==> src/rtl/dchain_pkg.sv <==
package dchain_pkg;
  function automatic int unsigned frame_bits(input int unsigned nch,
                                             input int unsigned res,
                                             input int unsigned hdr);
    return nch * res + hdr;
  endfunction
endpackage

==> src/rtl/dchain_rst_sync.sv <==
module dchain_rst_sync (
  input  logic clk,
  input  logic rst_n,
  output logic rst_sn
);
  logic [1:0] sync_q;

  always_ff @(posedge clk or negedge rst_n) begin
    if (!rst_n) sync_q <= 2'b00;
    else        sync_q <= {sync_q[0], 1'b1};
  end

  assign rst_sn = sync_q[1];
endmodule

==> src/rtl/dchain_packer.sv <==
module dchain_packer #(
  parameter int unsigned NUM_CH = 4,
  parameter int unsigned RES_HI = 24,
  parameter int unsigned RES_LO = 16,
  parameter int unsigned HDR_W  = 24
) (
  input  logic                       short_mode,
  input  logic [HDR_W-1:0]           hdr,
  input  logic [NUM_CH*RES_HI-1:0]   ch_data,
  output logic [dchain_pkg::frame_bits(NUM_CH, RES_HI, HDR_W)-1:0] frame
);
  localparam int unsigned LEN_HI = dchain_pkg::frame_bits(NUM_CH, RES_HI, HDR_W);
  localparam int unsigned LEN_LO = dchain_pkg::frame_bits(NUM_CH, RES_LO, HDR_W);

  logic [LEN_HI-1:0] long_w;
  logic [LEN_LO-1:0] short_w;

  assign long_w[LEN_HI-1 -: HDR_W]  = hdr;
  assign short_w[LEN_LO-1 -: HDR_W] = hdr;

  for (genvar i = 0; i < NUM_CH; i++) begin : g_ch
    assign long_w[LEN_HI-HDR_W-1-i*RES_HI -: RES_HI] = ch_data[i*RES_HI +: RES_HI];
    assign short_w[LEN_LO-HDR_W-1-i*RES_LO -: RES_LO] = ch_data[i*RES_HI +: RES_LO];
  end

  // short frames sit right-aligned so the output tap alone selects the length
  assign frame = short_mode ? {{(LEN_HI-LEN_LO){1'b0}}, short_w} : long_w;
endmodule

==> src/rtl/dchain_stager.sv <==
module dchain_stager #(
  parameter int unsigned LEN_HI = 120
) (
  input  logic              clk,
  input  logic              rst_n,
  input  logic              data_valid,
  input  logic              cs_n,
  input  logic [LEN_HI-1:0] packed_in,
  input  logic              short_in,
  output logic              load,
  output logic [LEN_HI-1:0] load_frame,
  output logic              load_short
);
  logic [LEN_HI-1:0] hold_q, hold_d;
  logic              hshort_q, hshort_d;
  logic              pend_q, pend_d;
  logic              hold_en;

  always_comb begin
    load       = 1'b0;
    load_frame = hold_q;
    load_short = hshort_q;
    if (data_valid && cs_n) begin
      load       = 1'b1;
      load_frame = packed_in;
      load_short = short_in;
    end else if (pend_q && cs_n) begin
      load = 1'b1;
    end
  end

  always_comb begin
    hold_en  = data_valid && !cs_n;
    hold_d   = hold_en ? packed_in : hold_q;
    hshort_d = hold_en ? short_in  : hshort_q;
    if (hold_en)   pend_d = 1'b1;
    else if (load) pend_d = 1'b0;
    else           pend_d = pend_q;
  end

  always_ff @(posedge clk or negedge rst_n) begin
    if (!rst_n) begin
      hold_q   <= '0;
      hshort_q <= 1'b0;
      pend_q   <= 1'b0;
    end else begin
      hold_q   <= hold_d;
      hshort_q <= hshort_d;
      pend_q   <= pend_d;
    end
  end
endmodule

==> src/rtl/dchain_shifter.sv <==
module dchain_shifter #(
  parameter int unsigned LEN_HI = 120,
  parameter int unsigned LEN_LO = 88
) (
  input  logic              clk,
  input  logic              rst_n,
  input  logic              load,
  input  logic [LEN_HI-1:0] load_frame,
  input  logic              load_short,
  input  logic              sclk,
  input  logic              cs_n,
  input  logic              daisy_in,
  input  logic              cfg_chain,
  output logic              dout
);
  logic [LEN_HI-1:0] sr_q, sr_d;
  logic              short_q, short_d;
  logic              dout_q, dout_d;
  logic              sclk_q;
  logic              rise;
  logic              tap;

  assign rise = sclk && !sclk_q && !cs_n;
  assign tap  = short_q ? sr_q[LEN_LO-1] : sr_q[LEN_HI-1];

  always_comb begin
    sr_d    = sr_q;
    short_d = short_q;
    dout_d  = dout_q;
    if (load) begin
      sr_d    = load_frame;
      short_d = load_short;
      dout_d  = 1'b0;
    end else if (rise) begin
      dout_d = tap;
      sr_d   = {sr_q[LEN_HI-2:0], cfg_chain & daisy_in};
    end
  end

  always_ff @(posedge clk or negedge rst_n) begin
    if (!rst_n) begin
      sr_q    <= '0;
      short_q <= 1'b0;
      dout_q  <= 1'b0;
      sclk_q  <= 1'b0;
    end else begin
      sr_q    <= sr_d;
      short_q <= short_d;
      dout_q  <= dout_d;
      sclk_q  <= sclk;
    end
  end

  assign dout = dout_q;
endmodule

==> src/rtl/dchain_frame_shifter.sv <==
module dchain_frame_shifter #(
  parameter int unsigned NUM_CH = 4,
  parameter int unsigned RES_HI = 24,
  parameter int unsigned RES_LO = 16,
  parameter int unsigned HDR_W  = 24
) (
  input  logic                     clk,
  input  logic                     rst_n,
  input  logic                     cfg_chain,
  input  logic                     cfg_short,
  input  logic [HDR_W-1:0]         status_hdr,
  input  logic [NUM_CH*RES_HI-1:0] ch_data,
  input  logic                     data_valid,
  input  logic                     sclk,
  input  logic                     cs_n,
  input  logic                     daisy_in,
  output logic                     dout,
  output logic                     dout_oe
);
  localparam int unsigned LEN_HI = dchain_pkg::frame_bits(NUM_CH, RES_HI, HDR_W);
  localparam int unsigned LEN_LO = dchain_pkg::frame_bits(NUM_CH, RES_LO, HDR_W);

  logic              rst_sn;
  logic [LEN_HI-1:0] packed_w;
  logic              stage_load;
  logic [LEN_HI-1:0] stage_frame;
  logic              stage_short;

  dchain_rst_sync rst_sync_i (
    .clk    (clk),
    .rst_n  (rst_n),
    .rst_sn (rst_sn)
  );

  dchain_packer #(
    .NUM_CH (NUM_CH),
    .RES_HI (RES_HI),
    .RES_LO (RES_LO),
    .HDR_W  (HDR_W)
  ) packer_i (
    .short_mode (cfg_short),
    .hdr        (status_hdr),
    .ch_data    (ch_data),
    .frame      (packed_w)
  );

  dchain_stager #(.LEN_HI(LEN_HI)) stager_i (
    .clk        (clk),
    .rst_n      (rst_sn),
    .data_valid (data_valid),
    .cs_n       (cs_n),
    .packed_in  (packed_w),
    .short_in   (cfg_short),
    .load       (stage_load),
    .load_frame (stage_frame),
    .load_short (stage_short)
  );

  dchain_shifter #(.LEN_HI(LEN_HI), .LEN_LO(LEN_LO)) shifter_i (
    .clk        (clk),
    .rst_n      (rst_sn),
    .load       (stage_load),
    .load_frame (stage_frame),
    .load_short (stage_short),
    .sclk       (sclk),
    .cs_n       (cs_n),
    .daisy_in   (daisy_in),
    .cfg_chain  (cfg_chain),
    .dout       (dout)
  );

  assign dout_oe = !cs_n;
endmodule

==> config.mk <==
export PLATFORM = sky130hd
export DESIGN_NAME = dchain_frame_shifter
export DESIGN_NICKNAME = d
export VERILOG_FILES = /design/src/rtl/dchain_pkg.sv /design/src/rtl/dchain_rst_sync.sv /design/src/rtl/dchain_packer.sv /design/src/rtl/dchain_stager.sv /design/src/rtl/dchain_shifter.sv /design/src/rtl/dchain_frame_shifter.sv
export SDC_FILE = /design/constraint.sdc
export NUM_CORES = 1
export LEC_CHECK = 0
export ABC_AREA = 1
export BUFFER_PORTS_ARGS = -buffer_cell sky130_fd_sc_hd__buf_2
export CORE_ASPECT_RATIO = 1.5
export CORE_UTILIZATION = 55
export DETAILED_ROUTE_END_ITERATION = 10
export PLACE_DENSITY_LB_ADDON = 0.25
export SLEW_MARGIN = 25
export SYNTH_ARGS = -nofsm -noshare
export SYNTH_HDL_FRONTEND = slang
export SYNTH_HIERARCHICAL = 1
export SYNTH_SLANG_ARGS = --single-unit
==> constraint.sdc <==
create_clock -name clk -period 13.4 [get_ports clk]
set_clock_uncertainty 0.15 [all_clocks]
set_input_delay 2.01 -clock clk [delete_from_list [all_inputs] [get_ports clk]]
set_output_delay 2.01 -clock clk [all_outputs]
set_load 0.02 [all_outputs]
==> impl_metrics.ini <==
[final_layout]
fin_cells = 2518
fin_nets = 2300
drive_gt1_share_pct = 8.61
n_fill_cell = 2531
syn_to_final_growth_pct = 6.31
final_util_pct = 59.3
final_area_mm2 = 0.0153

[sta]
setup_viol = 0
max-slew-margin-rel_pct = 33.5
final_hold_viol_count = 0
fin_crit_ns = 4.82
fmax_mhz = 207
rsz0062_at_grt = no
tightest_slew_ns = 0.997
slew_violations = 0
fin_setup_tns_ns = 0
period_share_pct = 36.0
setup_slack_ns = 8.58
whs_ns = 0.167

[floorplanning]
core_area_mm2 = 0.0258
die-area_mm2 = 0.0268
die_x_um = 134
die_height_um = 200
io_pins = 130
row_count = 72
initial_core_util_pct = 55.8

[cts]
cts.repair.resized = 0
clkSlewWorstSetupHoldPaths_ns = 0.06
cts.sinks = 247
cts_buffers = 25
clock_path_buffers = 3
cts_htree_levels = 1
post-cts-setup-buffers = 0
cts_hold_buf = 0
root_buffer = clkbuf_16
clkLatencyLatePin_ns = 0.52
tritoncts = yes

[grt]
grt_overflow = 0
grt_max_degree = 94
track_usage_pct = 29.0
grt_pass1_wl_um = 63000
antenna_found_initial = 1
first_global_vias = 12600

[critical_path]
crit_path_max_fanout = 45
r2r-end = shifter_i/sr_q[52]$_DFFE_PN0P_
crit_path_start = cs_n
setup.worst_path.class = in2out
start_kind = primary input
cp_top_family = buffers and inverters
crit_slowest_cell = buf_4
cp-end-kind = output port
crit_buf_inv = 3
required_ns = 11.24
r2r_slack_ns = 10.42
cpPeakStageDelay_ns = 0.41
arrival_ns = 2.66
r2r_start = shifter_i/sclk_q$_DFF_PN0_
crit_chain = buf_4 > inv_1 > buf_2
reg2regPathDepth = 6

[logic_synthesis]
synth_area_mm2 = 0.0144
synthDominantCellAreaShare_pct = 43.0
yosys.area_share.simple_pct = 47.8
seq_area_frac_synth_pct = 43.0
synth_compound_area_share_pct = 0.104
synth_largest_area_cell = dfrtp_1
synth_seq_cells = 247
synth_nets = 2308
synth_top_family_by_area = simple AND/OR/NAND/NOR gates
synth_mux_area_share_pct = 0
ys_types = 18
synth_xor_area_share_pct = 0
synth_area_leaders = dfrtp_1 43%, nand2_1 34%, nand3_1 13%
syn_inst = 2180
yosysWarnings = 6
avgSynthCellArea_um2 = 6.59
synth_fa_ha_area_share_pct = 0

[status]
status = completed

[route]
wirelength_um = 38100
viasPerCell = 5.47
drc = 0
wl_per_cell_um = 15.1
drt_pass1_iterations = 5
first_iter_violations = 1042
antenna_left = 0
num_vias = 13800

[placement]
placed_area_mm2 = 0.0145
post-place-ws_ns = 7.59
port_buffers = 129
dpl.cell_count = 2477
hpwl_um = 22600
gp_congestion = 0.798

[power_and_ir_drop]
p_leak_nw = 9.16
pwr-share-clk_pct = 34.0
p_comb_share_pct = 19.6
peakVddDrop_v = 0.0000952
p_per_area_mw_per_mm2 = 133
intPower_mw = 1.41
switching_share_pct = 30.5
p_sw_mw = 0.619
finalPower_mw = 2.03
p_seq_share_pct = 46.4

[flow_run]
drv_cap = 0

[hold_path]
hold_class = reg2async
per-layer routing:
metal	GRT usage, %	vias to the layer above	part of all wire, %
li1	-	6712	-
met2	48.1	506	48
met1	39.1	6474	43
met3	3.81	76	6.8
met4	9.97	0	2.6
met5	0	-	0
cell usage in the layout, fill, tap and decap left out, types with 2 or more instances in the layout:
cell | synthesis | final
buf_2 | 105 | 126
buf_4 | 33 | 16
buf_6 | 27 | 3
bufinv_16 | 0 | 2
clkbuf_1 | 12 | 6
clkbuf_16 | 0 | 25
clkbuf_8 | 0 | 4
clkinv_2 | 0 | 2
dfrtp_1 | 247 | 246
inv_1 | 38 | 38
inv_4 | 1 | 2
nand2_1 | 1305 | 1305
nand2_4 | 0 | 3
nand3_1 | 365 | 365
nor2_1 | 33 | 33
cells by family (layout without fill, tap and decap cells):
| logic type | Yosys count | after routing |
|---|---|---|
| and+or+nand+nor | 1707 | 1707 |
| DFF | 247 | 247 |
| buffers and inverters | 222 | 226 |
| AOI/OAI and AO/OA | 3 | 3 |
| other | 1 | 2 |
registers in the layout, summed over array words and instances (netlist names):
signal             flops
shifter_i/sclk_q       1
rst_sync_i/sync_q      2
stager_i/pend_q        1
stager_i/hold_q      120
stager_i/hshort_q      1
shifter_i/dout         1
shifter_i/sr_q       120
shifter_i/short_q      1
Yosys cell counts:
master and instances:
a21oi_1 2, buf_6 27, nand2_1 1305, buf_1 4
inv_6 1, buf_2 105, conb_1 1, inv_2 1
buf_4 33, inv_4 1, nand2_2 3, nor2_1 33
inv_1 38, nand3_1 365, o21ai_0 1, dfrtp_1 247
nand3_2 1, clkbuf_1 12
power by group through the flow:
stage / combinational [mW] / clock [mW] / sequential [mW]
final: 0.397 / 0.689 / 0.942
after global routing: 0.459 / 0.730 / 0.955
after CTS: 0.397 / 0.703 / 0.940
after detailed placement: 0.396 / 0 / 0.949
after global placement: 0.385 / 0 / 0.947
after floorplan: 0.314 / 0 / 0.942
worst max-delay path by stage:
stage / to / cells after the start
after floorplan: shifter_i/dout$_DFFE_PN0P_ / 0
after global placement: shifter_i/sr_q[46]$_DFFE_PN0P_ / 8
final: dout_oe / 3
after detailed placement: shifter_i/sr_q[42]$_DFFE_PN0P_ / 8
after global routing: shifter_i/sr_q[63]$_DFFE_PN0P_ / 8
after CTS: shifter_i/sr_q[52]$_DFFE_PN0P_ / 8
area by class of cell:
type                       instances  area [um2]  area share [%]
antenna                            1        2.50          0.0164
clock buffer                      35         703            4.60
clock inverter                     4        70.1           0.458
inverter                          41         164            1.07
multi-input combinational       1711        6930            45.3
sequential                       247        6180            40.5
tap                              333         417            2.73
timing repair buffer             146         812            5.31
Note: power is estimated with default switching activity, not from simulation.
